**config.mk**
```make
export PLATFORM = sky130hd
export DESIGN_NAME = i2c_bus_unstick
export DESIGN_NICKNAME = d
export VERILOG_FILES = /design/src/rtl/unstick_pkg.sv /design/src/rtl/unstick_phase_timer.sv /design/src/rtl/unstick_fsm.sv /design/src/rtl/i2c_bus_unstick.sv
export SDC_FILE = /design/constraint.sdc
export NUM_CORES = 1
export LEC_CHECK = 0
export BUFFER_PORTS_ARGS = -buffer_cell sky130_fd_sc_hd__buf_4
export CELL_PAD_IN_SITES_DETAIL_PLACEMENT = 1
export CELL_PAD_IN_SITES_GLOBAL_PLACEMENT = 2
export CORE_ASPECT_RATIO = 1.25
export CORE_UTILIZATION = 33
export DETAILED_ROUTE_END_ITERATION = 10
export MAX_ROUTING_LAYER = met4
export PLACE_DENSITY = 0.84
export SLEW_MARGIN = 20
export SYNTH_ARGS = -nofsm -noshare
export SYNTH_HDL_FRONTEND = slang
export SYNTH_SLANG_ARGS = --single-unit
```
**constraint.sdc**
```tcl
create_clock -name clk -period 4.66 [get_ports clk]
set_input_delay 1.398 -clock clk [delete_from_list [all_inputs] [get_ports clk]]
set_output_delay 1.398 -clock clk [all_outputs]
set_load 0.05 [all_outputs]
```
**src/rtl/unstick_pkg.sv**
```systemverilog
package unstick_pkg;
    typedef enum logic [2:0] {
        ST_IDLE,
        ST_PLO,
        ST_PHI,
        ST_SCLK,
        ST_SSET,
        ST_SHI,
        ST_SREL
    } ust_state_e;
endpackage

```
**src/rtl/unstick_phase_timer.sv**
```systemverilog
module unstick_phase_timer #(
    parameter int LEN_W = 8
) (
    input  logic             clk,
    input  logic             rst_n,
    input  logic             restart_i,
    input  logic             tick_i,
    input  logic [LEN_W-1:0] len_i,
    output logic             expire_o
);
    logic [LEN_W-1:0] cnt_d, cnt_q;
    logic [LEN_W-1:0] last;

    always_comb begin
        last     = (len_i == '0) ? '0 : len_i - LEN_W'(1);
        expire_o = tick_i && !restart_i && (cnt_q >= last);
        cnt_d    = cnt_q;
        if (restart_i || expire_o) cnt_d = '0;
        else if (tick_i)           cnt_d = cnt_q + LEN_W'(1);
    end

    always_ff @(posedge clk or negedge rst_n) begin
        if (!rst_n) cnt_q <= '0;
        else        cnt_q <= cnt_d;
    end
endmodule

```
**src/rtl/unstick_fsm.sv**
```systemverilog
module unstick_fsm
    import unstick_pkg::*;
#(
    parameter int MAX_PULSES = 8,
    parameter int LEN_W      = 8
) (
    input  logic             clk,
    input  logic             rst_n,
    input  logic             start_i,
    input  logic             sda_in_i,
    input  logic             scl_in_i,
    input  logic             expire_i,
    input  logic [LEN_W-1:0] low_len_i,
    input  logic [LEN_W-1:0] high_len_i,
    output logic [LEN_W-1:0] len_o,
    output logic             restart_o,
    output logic             scl_low_o,
    output logic             sda_low_o,
    output logic             busy_o,
    output logic             done_o,
    output logic             fail_o
);
    localparam int PC_W = $clog2(MAX_PULSES + 1);

    typedef struct packed {
        ust_state_e      state;
        logic [PC_W-1:0] pulses;
        logic            done;
        logic            fail;
    } fsm_t;

    fsm_t r_d, r_q;

    always_comb begin
        r_d      = r_q;
        r_d.done = 1'b0;
        r_d.fail = 1'b0;
        unique case (r_q.state)
            ST_IDLE: if (start_i) begin
                r_d.pulses = '0;
                if (sda_in_i && scl_in_i) r_d.done  = 1'b1;
                else if (!sda_in_i)       r_d.state = ST_PLO;
                else                      r_d.state = ST_SCLK;
            end
            ST_PLO: if (expire_i) begin
                r_d.state  = ST_PHI;
                r_d.pulses = r_q.pulses + PC_W'(1);
            end
            ST_PHI: if (expire_i) begin
                if (sda_in_i) r_d.state = ST_SCLK;
                else if (r_q.pulses == PC_W'(MAX_PULSES)) begin
                    r_d.state = ST_IDLE;
                    r_d.done  = 1'b1;
                    r_d.fail  = 1'b1;
                end else r_d.state = ST_PLO;
            end
            ST_SCLK: if (expire_i) r_d.state = ST_SSET;
            ST_SSET: if (expire_i) r_d.state = ST_SHI;
            ST_SHI:  if (expire_i) r_d.state = ST_SREL;
            ST_SREL: if (expire_i) begin
                r_d.state = ST_IDLE;
                r_d.done  = 1'b1;
                r_d.fail  = !(sda_in_i && scl_in_i);
            end
            default: r_d.state = ST_IDLE;
        endcase
    end

    always_ff @(posedge clk or negedge rst_n) begin
        if (!rst_n) r_q <= '{state: ST_IDLE, pulses: '0, done: 1'b0, fail: 1'b0};
        else        r_q <= r_d;
    end

    always_comb begin
        restart_o = (r_q.state == ST_IDLE);
        len_o     = (r_q.state inside {ST_PLO, ST_SCLK, ST_SSET}) ? low_len_i : high_len_i;
        scl_low_o = r_q.state inside {ST_PLO, ST_SCLK, ST_SSET};
        sda_low_o = r_q.state inside {ST_SSET, ST_SHI};
        busy_o    = (r_q.state != ST_IDLE);
        done_o    = r_q.done;
        fail_o    = r_q.fail;
    end

    AST_IDLE_FREE: assert property (@(posedge clk) disable iff (!rst_n)
        (!busy_o && start_i && sda_in_i && scl_in_i) |=> (done_o && !fail_o));
    AST_NO_START_COND: assert property (@(posedge clk) disable iff (!rst_n)
        $rose(sda_low_o) |-> scl_low_o);
    AST_STOP_ORDER: assert property (@(posedge clk) disable iff (!rst_n)
        $fell(sda_low_o) |-> !scl_low_o);
    AST_GIVE_UP: assert property (@(posedge clk) disable iff (!rst_n)
        (r_q.state == ST_PHI && expire_i && !sda_in_i && r_q.pulses == PC_W'(MAX_PULSES))
        |=> (done_o && fail_o));
    AST_FAIL_WITH_DONE: assert property (@(posedge clk) disable iff (!rst_n)
        fail_o |-> done_o);
    AST_DONE_PULSE: assert property (@(posedge clk) disable iff (!rst_n)
        done_o |=> !done_o);
    AST_BUSY_HOLD: assert property (@(posedge clk) disable iff (!rst_n)
        (busy_o && start_i && !expire_i) |=> busy_o);
endmodule

```
**src/rtl/i2c_bus_unstick.sv**
```systemverilog
module i2c_bus_unstick #(
    parameter int MAX_PULSES = 8,
    parameter int LEN_W      = 8
) (
    input  logic             clk,
    input  logic             rst_n,
    input  logic             start_i,
    input  logic             tick_i,
    input  logic [LEN_W-1:0] low_len_i,
    input  logic [LEN_W-1:0] high_len_i,
    input  logic             scl_in_i,
    input  logic             sda_in_i,
    output logic             scl_drive_low_o,
    output logic             sda_drive_low_o,
    output logic             busy_o,
    output logic             done_o,
    output logic             fail_o
);
    logic             restart;
    logic             expire;
    logic [LEN_W-1:0] len;

    unstick_phase_timer #(.LEN_W(LEN_W)) u_timer (
        .clk       (clk),
        .rst_n     (rst_n),
        .restart_i (restart),
        .tick_i    (tick_i),
        .len_i     (len),
        .expire_o  (expire)
    );

    unstick_fsm #(.MAX_PULSES(MAX_PULSES), .LEN_W(LEN_W)) u_fsm (
        .clk        (clk),
        .rst_n      (rst_n),
        .start_i    (start_i),
        .sda_in_i   (sda_in_i),
        .scl_in_i   (scl_in_i),
        .expire_i   (expire),
        .low_len_i  (low_len_i),
        .high_len_i (high_len_i),
        .len_o      (len),
        .restart_o  (restart),
        .scl_low_o  (scl_drive_low_o),
        .sda_low_o  (sda_drive_low_o),
        .busy_o     (busy_o),
        .done_o     (done_o),
        .fail_o     (fail_o)
    );
endmodule

```
Yosys cells after proc, flatten, opt, wreduce, memory -nomap -nowiden. Index checks and enable logic that the tools add are counted.

Bits of input ports: 22. Flip-flop bits (word level): 17. Word-level logic and storage cells: 63. Output and inout port bits: 5.

Eq/ne operators: 15. Mux-type cells: 24. Reduce and logical (&&, ||, !) cells: 15. $lt $le $gt $ge: 1. Add/subtract/negate cells: 3.

Operator list (number): $mux W8 (5); $pmux W3 S7 (1); $mux W3 (6); $ne A2 B2 Y1 const B (8); $mux W2 (6); $eq A3 B3 Y1 const B (3); $add A8 B1 Y8 const B (1); $ge A8 B8 Y1 (1); $logic_not A8 Y1 (1); $pmux W4 S2 (1); $reduce_and A8 Y1 (1); $sub A8 B1 Y8 const B (1); $mux W7 (1); $eq A3 B2 Y1 const B (2); $reduce_bool A2 Y1 (3); $reduce_bool A3 Y1 (2); $add A4 B1 Y4 const B (1); $eq A4 B4 Y1 const B (1); $eq A3 B1 Y1 const B (1); $logic_and A1 B1 Y1 (3); $logic_not A3 Y1 (1); $pmux W1 S3 (1); $reduce_and A3 Y1 (1); $logic_not A1 Y1 (2); other kinds (3) (4).

Depth between registers and ports, before layout. Gate-level depths: netlist of the first run.

Depth in word-level cells: 9. Gate-level depth with buffers: 14. Mapped depth without buffers: 13.

By module. A second synthesis of the first run with hierarchy kept.

Cells, all modules: 154. Area, all modules: 1431.4 um^2.

By module, submodules not included: unstick_phase_timer (sequential area each 200.2 um^2, area each 773.2 um^2, times used 1, cells each 84); unstick_fsm (sequential area each 225.2 um^2, area each 658.1 um^2, times used 1, cells each 70).

Worst setup path before layout of the first run. No wires, ideal clock.

Kind: input -> register. From: in high_len_i[1]. To: reg u_fsm.r_q[7] (netlist name). Arrival: 3.835 ns. Path slack: 0.704 ns. Path buffers: 0. Cell stages on the path: 11. Setup time: 0.120 ns. Required time: 4.540 ns. Path through: mux2i_1 nand4_1 nand3b_4 o21a_1 ha_1 nand2b_1 a2111o_1 a31oi_4 nor2_2 or3_1 o211a_1.

Longest elaborated chain between the ends: 7. Elaborated cells on any way between the ends: 13. Those cells by class: 1 x add/sub; 1 x order compare; 6 x eq/ne; 2 x mux; 3 x reduce/logical.

RTL lines: start: declaration (RTL line i2c_bus_unstick.sv:10) `input logic [LEN_W-1:0] high_len_i,`; $mux W8 (*) (RTL line unstick_fsm.sv:76) `len_o = (r_q.state inside {ST_PLO, ST_SCLK, ST_SSET}) ? low_len_i : high_len_i;`; $sub A8 B1 Y8 or $logic_not A8 Y1 (tied branches) (RTL line unstick_phase_timer.sv:15) `last = (len_i == '0) ? '0 : len_i - LEN_W'(1);`; $mux W8 (*) (RTL line unstick_phase_timer.sv:15); $ge A8 B8 Y1 (*) (RTL line unstick_phase_timer.sv:16) `expire_o = tick_i && !restart_i && (cnt_q >= last);`; $logic_and A1 B1 Y1 (*) (RTL line unstick_phase_timer.sv:16); $ne A2 B2 Y1 (no line); $reduce_and A8 Y1 (no line) (*); end signal: assignment (RTL line unstick_fsm.sv:70) `if (!rst_n) r_q <= '{state: ST_IDLE, pulses: '0, done: 1'b0, fail: 1'b0};`; end signal: assignment (RTL line unstick_fsm.sv:71) `else r_q <= r_d;`; end: declaration (RTL line unstick_fsm.sv:32) `fsm_t r_d, r_q;`.

Every way passes the cells marked *; elsewhere a longest branch is shown, timed or not. A chain may end at the register's enable or synchronous reset.

Worst setup path after layout of the first run.
From: reg u_fsm.r_q[6] (netlist name). To: reg u_fsm.r_q[7] (netlist name).

Longest elaborated chain between the ends: 9. Elaborated cells on any way between the ends: 26. Those cells by class: 1 x add/sub; 1 x order compare; 14 x eq/ne; 3 x mux; 7 x reduce/logical.

RTL lines (RTL line): $eq A3 B1 Y1, or another cell as far along (unstick_fsm.sv:38, unstick_fsm.sv:76); $reduce_bool A3 Y1 (unstick_fsm.sv:76); $mux W8 (unstick_fsm.sv:76); $sub A8 B1 Y8 or $logic_not A8 Y1 (tied branches) (unstick_phase_timer.sv:15); $mux W8 (unstick_phase_timer.sv:15); $ge A8 B8 Y1 (unstick_phase_timer.sv:16); $logic_and A1 B1 Y1 (unstick_phase_timer.sv:16); $ne A2 B2 Y1 (no line); $reduce_and A8 Y1 (no line).

Several ways; a longest one is shown, not always the timed one.

==> run summary, run 1 <==
Ys async rst share -> 100%
Die area -> 0.00468 mm²
Multi-input logic area -> 965 µm²
Crit-path leading delay family -> compound AO/OA/AOI/OAI gates
Diode count -> 0
GRT overflow -> 0
Setup repair bufs after CTS -> 0
Crit-path max FO -> 13
Hold Violations, Final -> 0
CP Launch Type -> flop
Most numerous cell on the critical path -> nor2_2
Core Region -> 0.00416 mm²
Sink Count -> 17
Root Driver -> clkbuf_8
Seq pwr share -> 33.4%
Slowest stage delay, CP -> 0.58 ns
Total Routing Usage GR -> 18.4%
Avg Inst Size Synth -> 8.67 µm²
Yosys cell types -> 48
Nets -> 228
Buf/Inv on CP -> 0
Internal power -> 417 µW
Initial Util -> 35.0%
Post-synthesis register bit count -> 17
I/O pin count -> 27
Status -> finished clean
H-tree depth -> 1
Cts bufs inserted -> 3
Hold WS -> 0.566 ns
First-pass GRT wire length -> 6450 µm
Layout Cells excl Fill -> 250
Hold buffer count at cts -> 0
Sequential area share after synthesis -> 29.2%
Setup CP Type -> flop to flop
CP arrival -> 4.21 ns
PostCTS Resize Cnt -> 0
Largest net degree at the start of global routing -> 18
Clk_skew -> 0.00239 ns
Initial drt markers -> 32
Final worst slack -> 0.587 ns
Placed Cells -> 246
Crit. End Element -> flop
Setup slack at placement -> 0.328 ns
Fin crit period -> 4.07 ns
Residual DRC -> 0
Post-detail-place hpwl -> 2990 µm
Power density over the cells -> 435 mW/mm²
TritonCTS clock tree -> built
Fillers -> 531
Vias in the first global route -> 1445
First drt pass iteration count -> 4
Max Clk Rate -> 246 MHz
Most common cell after layout, fill and taps aside -> buf_4
Final ANT Viol Nets -> 0
CP cell instances -> nor2_2 -> a21oi_4 -> mux2i_1 -> nand4_1 -> nand3b_4 -> o21a_1 -> ha_1 -> nand2b_1 -> a2111o_1 -> a31oi_4 -> nor2_2 -> or3_1 -> o211a_1
Post-Syn Nets -> 201
Most used DFF post-synth -> dfrtp_1
Row cnt -> 26
Period utilisation layout -> 87.4%
Leading area contributor after synthesis -> dfrtp_1
Post-synthesis cell count -> 168
Clk pwr share -> 14.7%
GPL Wtd Cong -> 0.780
DR vias -> 1360
Syn. warnings -> 0
Slew Viols, Final -> 0
RSZ-0062 raised after global routing -> no
Routed len/inst -> 15.1 µm
Top cells by area, synth -> dfrtp_1 29%, ha_1 9.5%, o21ai_0 4.8%
IO Port Bufs -> 26
Reg2Reg Setup Slack -> 0.59 ns
Height of the die -> 76.3 µm
Cell Area, Synth -> 0.00146 mm²
CTS Buffer Depth -> 2
Slew headroom -> 49.4%
Avg Vias per Cell -> 5.44
Accumulated negative setup slack -> 0 ns
Worst-path clk slew -> 0.07 ns
Yosys top cell area share -> 29.2%
Commonest cells after routing, fill and taps aside -> 27 x buf_4, 17 x dfrtp_1, 14 x nand2_1, 14 x o21ai_0, 13 x a21oi_1
Initial antenna violation count -> 0
Leak Pwr -> 0.791 nW
Maximum vdd ir drop -> 0.148 mV
CP max-delay cell -> dfrtp_1
Worst endpoint required time -> 4.80 ns
Finish-stage setup viols -> 0
Area Overhead vs Synth -> 19.8%
Post-synth EDFFs -> 0
Drt total wl -> 3780 µm
Total power -> 759 µW
Proportion of layout cells with a drive suffix above 1 -> 22.7%
Register area -> 425 µm²
Worst hold path type -> flop to flop
Worst Max-Slew Pin Slew -> 0.753 ns
Clock insertion delay at the later pin of the skew report -> 0.25 ns
Gate power share -> 51.9%
Net Sw Frac -> 45.1%
Net Sw Power -> 342 µW
Horiz. Die Dim -> 61.4 µm
Max Cap Viol -> 0
[synth_stat cells (2+ instances only)]
library cell  count
dfrtp_1          17
nand2_1          14
o21ai_0          14
a21oi_1          13
nor2_1           12
ha_1             11
inv_1             9
mux2i_1           6
nor3_1            6
and3_1            5
nand3_1           5
o21ai_1           4
nand4_1           3
nand4b_1          3
a31o_2            2
a32o_1            2
buf_2             2
clkbuf_1          2
mux2_2            2
nand2b_1          2
nor2_2            2
nor2b_1           2
o211ai_1          2
or3_1             2
xnor2_1           2
xor2_1            2
[routing by layer]
metal	share of wire, %	track usage, %	up-vias
met5	0	-	-
met4	0.66	6.22	0
met3	3.0	1.53	2
met2	54	32.9	26
met1	42	20.7	663
li1	-	-	669
[power by group through the flow]
| stage | combinational (mW) | clock [mW] | sequential (mW) |
|---|---|---|---|
| floorplan | 0.323 | 0 | 0.226 |
| global placement | 0.375 | 0 | 0.255 |
| detailed placement | 0.396 | 0 | 0.256 |
| CTS | 0.398 | 0.116 | 0.254 |
| global route | 0.448 | 0.122 | 0.260 |
| finish | 0.394 | 0.111 | 0.254 |
[sequential cells by signal, indices dropped and copies added, names as in the netlist]
register / cells
u_timer.cnt_q: 8
u_fsm.r_q: 7
u_fsm.done_o: 1
u_fsm.fail_o: 1
[worst paths after layout]
path | cells after the start | start | to
max | 13 | u_fsm.r_q[6] | u_fsm.r_q[7]
min | 2 | u_fsm.r_q[5] | u_fsm.r_q[5]
max reg2reg | 13 | u_fsm.r_q[6] | u_fsm.r_q[7]
min reg2reg | 2 | u_fsm.r_q[5] | u_fsm.r_q[5]
max in group asynchronous | 1 | rst_n | u_timer.cnt_q[2]
min in group asynchronous | 1 | rst_n | u_fsm.r_q[8]
[area by class of cell]
type | instances | area share [%]
inverters | 10 | 2.15
multi-input cells | 136 | 55.3
repair buffers | 27 | 11.6
well taps | 56 | 4.01
flip-flops and latches | 17 | 24.4
clock buffers | 4 | 2.58
[cell families (layout without fill, tap and decap cells)]
family                   Yosys count  after routing  synth area share, %
flip-flops                        17             17                 29.2
AO/OA/AOI/OAI                     47             47                 21.8
adder cells (fa/ha/maj)           11             11                 9.45
buffers and inverters             15             41                 4.55
XOR/XNOR                           4              4                 2.41
AND/OR/NAND/NOR                   64             64                 25.2
multiplexers                      10             10                 7.39
[worst reg2reg max path, stage by stage, from the launching register on]
cell      delay [ns]
dfrtp_1         0.58
nor2_2          0.13
a21oi_4         0.44
mux2i_1         0.42
nand4_1         0.24
nand3b_4        0.25
o21a_1          0.21
ha_1            0.26
nand2b_1        0.14
a2111o_1        0.46
a31oi_4         0.29
nor2_2          0.08
or3_1           0.34
o211a_1         0.13
[metrics by stage]
stage,area (µm²),utilization [%]
3_5_place_dp,1700,40.8
2_1_floorplan,1460,-
4_1_cts,1750,41.9
3_3_place_gp,1700,40.8
6_report,1750,41.9
5_1_grt,1750,41.9
(Power assumes the default switching activity.)
==> inputs of run 2 (changes only) <==
CORE_UTILIZATION = 34   (was 33)
CTS_BUF_LIST = sky130_fd_sc_hd__clkbuf_8   (was not set)
PLACE_DENSITY = 0.86   (was 0.84)
==> run 2 against run 1 <==
Compared with the run above: sequential power about the same; clock power up 4%; total power is 0.16% higher; worst setup slack improved by 0.0040 ns; sequential cell count stayed put; routed wire length increased by 2.0%; global-route usage rose by 1.0 points; non-clock buffer count shrank 1; via count is 1.1% higher; register-to-register slack about the same; worst hold slack worse by 0.0043 ns; sequential share of layout area grew 0.088 points; critical endpoint unchanged; highest routed layer unchanged.
==> run summary, run 2 (synthesized netlist as in run 1, its figures left out) <==
Status -> finished clean
Setup repair bufs after CTS -> 0 (unchanged)
Row cnt -> 26 (unchanged)
Residual DRC -> 0 (unchanged)
Worst endpoint required time -> 4.81 ns (about the same)
H-tree depth -> 1 (unchanged)
Max FFs per register -> 8 (unchanged)
Wire length on met3 -> 146 µm (+27%)
Commonest cells after routing, fill and taps aside -> 26 x buf_4, 17 x dfrtp_1, 14 x nand2_1, 14 x o21ai_0, 13 x a21oi_1
Total power -> 760 µW (+0.16%)
Post-detail-place hpwl -> 2970 µm (-0.86%)
Diode count -> 0 (unchanged)
First-pass GRT wire length -> 6410 µm (-0.64%)
Proportion of layout cells with a drive suffix above 1 -> 22.8% (+0.12 points)
Crit-path max FO -> 13 (unchanged)
First drt pass iteration count -> 2 (-2)
Horiz. Die Dim -> 60.5 µm (-1.4%)
Final core occ -> 42.4% (+0.51 points)
Nets -> 227 (-0.44%)
Worst r2r path cells -> 13 (unchanged)
Root Driver -> clkbuf_8
Hold EP -> u_fsm.r_q[5]
Clk_skew -> 0.00280 ns (+0.000413 ns)
Hold Startpoint -> u_fsm.r_q[5]
Initial antenna violation count -> 0 (unchanged)
Max Cap Viol -> 0 (unchanged)
Hold Violations, Final -> 0 (unchanged)
IO Port Bufs -> 26 (unchanged)
Final ANT Viol Nets -> 0 (unchanged)
Placed Cells -> 245 (-0.41%)
Drt total wl -> 3850 µm (+2.0%)
Cts bufs inserted -> 3 (unchanged)
Accumulated negative setup slack -> 0 ns (unchanged)
Finish-stage setup viols -> 0 (unchanged)
Initial drt markers -> 29 (-9.4%)
Initial Util -> 35.5% (+0.56 points)
Maximum vdd ir drop -> 0.162 mV (+9.5%)
Reg2Reg Setup Slack -> 0.59 ns (about the same)
Worst Max-Slew Pin Slew -> 0.798 ns (+0.0449 ns)
I/O pin count -> 27 (unchanged)
GRT overflow -> 0 (unchanged)
Period utilisation layout -> 87.3% (about the same)
Layout Cells excl Fill -> 249 (-0.40%)
Die area -> 0.00455 mm² (-2.9%)
RSZ-0062 raised after global routing -> no
DR vias -> 1375 (+1.1%)
Most flops, register -> u_timer.cnt_q
Most common cell after layout, fill and taps aside -> buf_4
Top flop regs -> u_timer.cnt_q x8, u_fsm.r_q x7
Hold buffer count at cts -> 0 (unchanged)
Hold path cells -> 2 (unchanged)
Routed len/inst -> 15.5 µm (+2.4%)
GPL Wtd Cong -> 0.795 (+1.9%)
Setup CP Type -> flop to flop
Leak Pwr -> 0.788 nW (-0.34%)
Slew Viols, Final -> 0 (unchanged)
Area Overhead vs Synth -> 19.4%
Worst-path clk slew -> 0.07 ns (about the same)
Crit. End Element -> flop
Reg-to-Reg Start -> u_fsm.r_q[6]
Core Region -> 0.00410 mm² (-1.6%)
Clock insertion delay at the later pin of the skew report -> 0.26 ns (about the same)
Height of the die -> 75.2 µm (-1.4%)
Slew headroom -> 46.4% (-3.0 points)
Fin crit period -> 4.07 ns (-0.00398 ns)
Sink Count -> 17 (unchanged)
CTS Buffer Depth -> 2 (unchanged)
Highest routed metal layer -> met4
Largest net degree at the start of global routing -> 18 (unchanged)
Met1 wire length -> 1620 µm (+1.5%)
CP arrival -> 4.22 ns (about the same)
Power density over the cells -> 437 mW/mm² (+0.52%)
Reg2reg end -> u_fsm.r_q[7]
Met2 WL -> 2000 µm (-2.2%)
Vias in the first global route -> 1449 (+0.28%)
Max Clk Rate -> 246 MHz (about the same)
Total Routing Usage GR -> 19.4% (+1.0 points)
TritonCTS clock tree -> built
PostCTS Resize Cnt -> 0 (unchanged)
CP Launch Type -> flop
Avg Vias per Cell -> 5.52 (+1.5%)
Worst hold path type -> flop to flop
run 2: cell types whose count changed in the layout (fill, tap and decap cells not counted):
cell      change
clkinv_2      +1
buf_4         -1
clkbuf_1      -1
run 2: worst max path at each step:
stage	start	to	slack (ns)	cells after the start
floorplan	high_len_i[1]	u_fsm.r_q[7]	0.70	11
global placement	high_len_i[1]	u_fsm.r_q[7]	0.43	12
detailed placement	high_len_i[1]	u_fsm.r_q[7]	0.34	12
CTS	u_fsm.r_q[6]	u_fsm.r_q[7]	0.59	13
global route	u_fsm.r_q[6]	u_fsm.r_q[4]	0.25	13
finish	u_fsm.r_q[6]	u_fsm.r_q[7]	0.59	13
run 2: metal layers:
layer  global-route usage (%)  vias to the layer above
met5                        -                        -
met3                     1.89                        9
met1                     20.4                      659
met2                     35.7                       37
li1                         -                      670
met4                     9.34                        0
run 2: power breakdown:
| part | internal [mW] | switching, mW |
|---|---|---|
| registers | 0.188 | 0.0659 |
| logic | 0.167 | 0.224 |
| clock network | 0.0595 | 0.0556 |
run 2: critical path, cell delays in order, from the launching register on:
cell and delay [ns]:
dfrtp_1 0.57, nor2_2 0.12, a21oi_4 0.44, mux2i_1 0.42, nand4_1 0.25, nand3b_4 0.26, o21a_1 0.22, ha_1 0.26
nand2b_1 0.14, a2111o_1 0.45, a31oi_4 0.28, nor2_2 0.08, or3_1 0.34, o211a_1 0.12
run 2: layout make-up:
class,instances,area [µm²]
Inverter,10,37.5
Clock buffer,3,41.3
Multi-Input combinational cell,136,965
Fill cell,504,2360
Clock inverter,1,5.00
Timing Repair Buffer,26,195
Tap cell,56,70.1
Sequential cell,17,425
run 2: metrics by stage:
step / hold slack (ns) / setup slack [ns] / instance area (µm²)
2_1_floorplan: 0.493 / 0.704 / 1460
3_3_place_gp: 0.520 / 0.432 / 1690
3_5_place_dp: 0.539 / 0.342 / 1690
4_1_cts: 0.573 / 0.586 / 1740
5_1_grt: 0.596 / 0.254 / 1740
6_report: 0.562 / 0.591 / 1740
==> inputs of run 3 (changes only) <==
RECOVER_POWER = 50   (was not set)
==> run 3 against run 2 <==
Compared with the run above: clock-buffer cell count unchanged; maximum frequency about the same; routed wire length down 0.10%; first-iteration DRC count unchanged; final area down 0.65%; utilization down 0.27 points; sequential share of layout area up 0.16 points; total power about the same; critical endpoint unchanged; largest power group unchanged.
==> run summary, run 3 (synthesized netlist as in run 1, its figures left out) <==
GPL Wtd Cong -> 0.795 (unchanged)
Slowest stage delay, CP -> 0.57 ns (about the same)
Worst hold path type -> flop to flop
Hold Startpoint -> u_fsm.r_q[5]
Dpl cell area -> 0.00169 mm² (unchanged)
Hold EP -> u_fsm.r_q[5]
Max Clk Rate -> 246 MHz (about the same)
Leak Pwr -> 0.776 nW (-1.5%)
Reg2reg end -> u_fsm.r_q[7]
Layout Cells excl Fill -> 249 (unchanged)
CP Launch Type -> flop
Met1 Use GR -> 20.4% (unchanged)
CP arrival -> 4.22 ns (about the same)
Buf/Inv on CP -> 0 (unchanged)
Slew headroom -> 32.9% (-13 points)
DR vias -> 1376 (+0.073%)
Setup repair bufs after CTS -> 0 (unchanged)
Die area -> 0.00455 mm² (unchanged)
Fillers -> 505 (+0.20%)
Drt total wl -> 3850 µm (-0.10%)
Row cnt -> 26 (unchanged)
Period utilisation layout -> 87.3% (about the same)
Fin crit period -> 4.07 ns (+0.0000720 ns)
Placed Cells -> 245 (unchanged)
Initial Util -> 35.5% (unchanged)
Slew Viols, Final -> 0 (unchanged)
Post-detail-place hpwl -> 2970 µm (unchanged)
Cts bufs inserted -> 3 (unchanged)
Commonest cells after routing, fill and taps aside -> 23 x buf_4, 17 x dfrtp_1, 14 x nand2_1, 14 x o21ai_0, 13 x a21oi_1
Worst Max-Slew Pin Slew -> 1.01 ns (+0.208 ns)
Most flops, register -> u_timer.cnt_q
Worst endpoint required time -> 4.81 ns (about the same)
Total Routing Usage GR -> 19.4% (unchanged)
Root Driver -> clkbuf_8
Nets -> 227 (unchanged)
Clock insertion delay at the later pin of the skew report -> 0.26 ns (about the same)
Sink Count -> 17 (unchanged)
Hold buffer count at cts -> 0 (unchanged)
H-tree depth -> 1 (unchanged)
GRT busiest layer -> met2
Most common cell after layout, fill and taps aside -> buf_4
Most numerous cell on the critical path -> nor2_2
Residual DRC -> 0 (unchanged)
TritonCTS clock tree -> built
First drt pass iteration count -> 2 (unchanged)
Height of the die -> 75.2 µm (unchanged)
Crit-path leading delay family -> compound AO/OA/AOI/OAI gates
Clk_skew -> 0.00278 ns (-0.0000174 ns)
CP max-delay cell -> dfrtp_1
Layout Cell Area excl Fill -> 0.00173 mm² (-0.65%)
Worst-path clk slew -> 0.07 ns (about the same)
GRT overflow -> 0 (unchanged)
Vias in the first global route -> 1449 (unchanged)
Initial antenna violation count -> 0 (unchanged)
First-pass GRT wire length -> 6410 µm (unchanged)
Crit-path max FO -> 13 (unchanged)
Horiz. Die Dim -> 60.5 µm (unchanged)
Max FFs per register -> 8 (unchanged)
Power density over the cells -> 439 mW/mm² (+0.58%)
Initial drt markers -> 29 (unchanged)
Status -> finished clean
Accumulated negative setup slack -> 0 ns (unchanged)
Crit. End Element -> flop
Proportion of layout cells with a drive suffix above 1 -> 21.2% (-1.6 points)
Avg Vias per Cell -> 5.53 (about the same)
Reg2Reg Setup Slack -> 0.59 ns (about the same)
Top flop regs -> u_timer.cnt_q x8, u_fsm.r_q x7
IO Port Bufs -> 26 (unchanged)
I/O pin count -> 27 (unchanged)
CP cell instances -> nor2_2 -> a21oi_4 -> mux2i_1 -> nand4_1 -> nand3b_4 -> o21a_1 -> ha_1 -> nand2b_1 -> a2111o_1 -> a31oi_4 -> nor2_2 -> or3_1 -> o211a_1
Diode count -> 0 (unchanged)
PostCTS Resize Cnt -> 0 (unchanged)
Finish-stage setup viols -> 0 (unchanged)
Hold Violations, Final -> 0 (unchanged)
Final worst slack -> 0.591 ns (-0.0000720 ns)
Routed len/inst -> 15.5 µm (-0.10%)
Setup CP Type -> flop to flop
Largest net degree at the start of global routing -> 18 (unchanged)
Worst r2r path cells -> 13 (unchanged)
Hold path cells -> 2 (unchanged)
Grt met2 use -> 35.7% (unchanged)
Final ANT Viol Nets -> 0 (unchanged)
Maximum vdd ir drop -> 0.162 mV (about the same)
CTS Buffer Depth -> 2 (unchanged)
Area Overhead vs Synth -> 18.6%
Met3 GRT Util -> 1.89% (unchanged)
Max Cap Viol -> 0 (unchanged)
Reg-to-Reg Start -> u_fsm.r_q[6]
Setup slack at placement -> 0.342 ns (unchanged)
RSZ-0062 raised after global routing -> no
Core Region -> 0.00410 mm² (unchanged)
[run 3: worst min-delay path, cell delays in order (launching register included)]
cell,delay [ns]
dfrtp_1,0.39
nand2_1,0.06
o211ai_1,0.08
[run 3: per-layer routing]
metal,wire length [µm],up-vias
met5,0,-
met4,89,0
met3,144,9
met2,2010,37
met1,1610,660
li1,-,670
[run 3: layout make-up]
type | count | area (µm²) | share of cell area, %
Clock buffer | 3 | 41.3 | 2.39
Clock inverter | 1 | 5.00 | 0.290
Inverter | 10 | 37.5 | 2.17
Multi-Input combinational cell | 136 | 965 | 55.8
Sequential cell | 17 | 425 | 24.6
Tap cell | 56 | 70.1 | 4.06
Timing Repair Buffer | 26 | 184 | 10.6
[run 3: how the worst max path moves through the flow]
| stage | endpoint | slack, ns | from | cells after the start |
|---|---|---|---|---|
| 2_1_floorplan | u_fsm.r_q[7] | 0.70 | high_len_i[1] | 11 |
| 3_3_place_gp | u_fsm.r_q[7] | 0.43 | high_len_i[1] | 12 |
| 3_5_place_dp | u_fsm.r_q[7] | 0.34 | high_len_i[1] | 12 |
| 4_1_cts | u_fsm.r_q[7] | 0.59 | u_fsm.r_q[6] | 13 |
| 5_1_grt | u_fsm.r_q[4] | 0.25 | u_fsm.r_q[6] | 13 |
| 6_report | u_fsm.r_q[7] | 0.59 | u_fsm.r_q[6] | 13 |
[run 3: power by group]
part / switching [mW] / total, mW / leakage, nW / internal [mW]
clock: 0.0556 / 0.115 / 0.0255 / 0.0595
sequential: 0.0659 / 0.254 / 0.222 / 0.188
combinational: 0.224 / 0.390 / 0.528 / 0.167
total: 0.345 / 0.759 / 0.776 / 0.414
[run 3: through the flow]
step	hold slack, ns	util [%]	power, mW
after floorplan	0.493	-	0.550
after global placement	0.520	41.3	0.627
after detailed placement	0.539	41.3	0.653
after CTS	0.573	42.4	0.768
after global routing	0.596	42.2	0.833
final	0.562	42.2	0.759
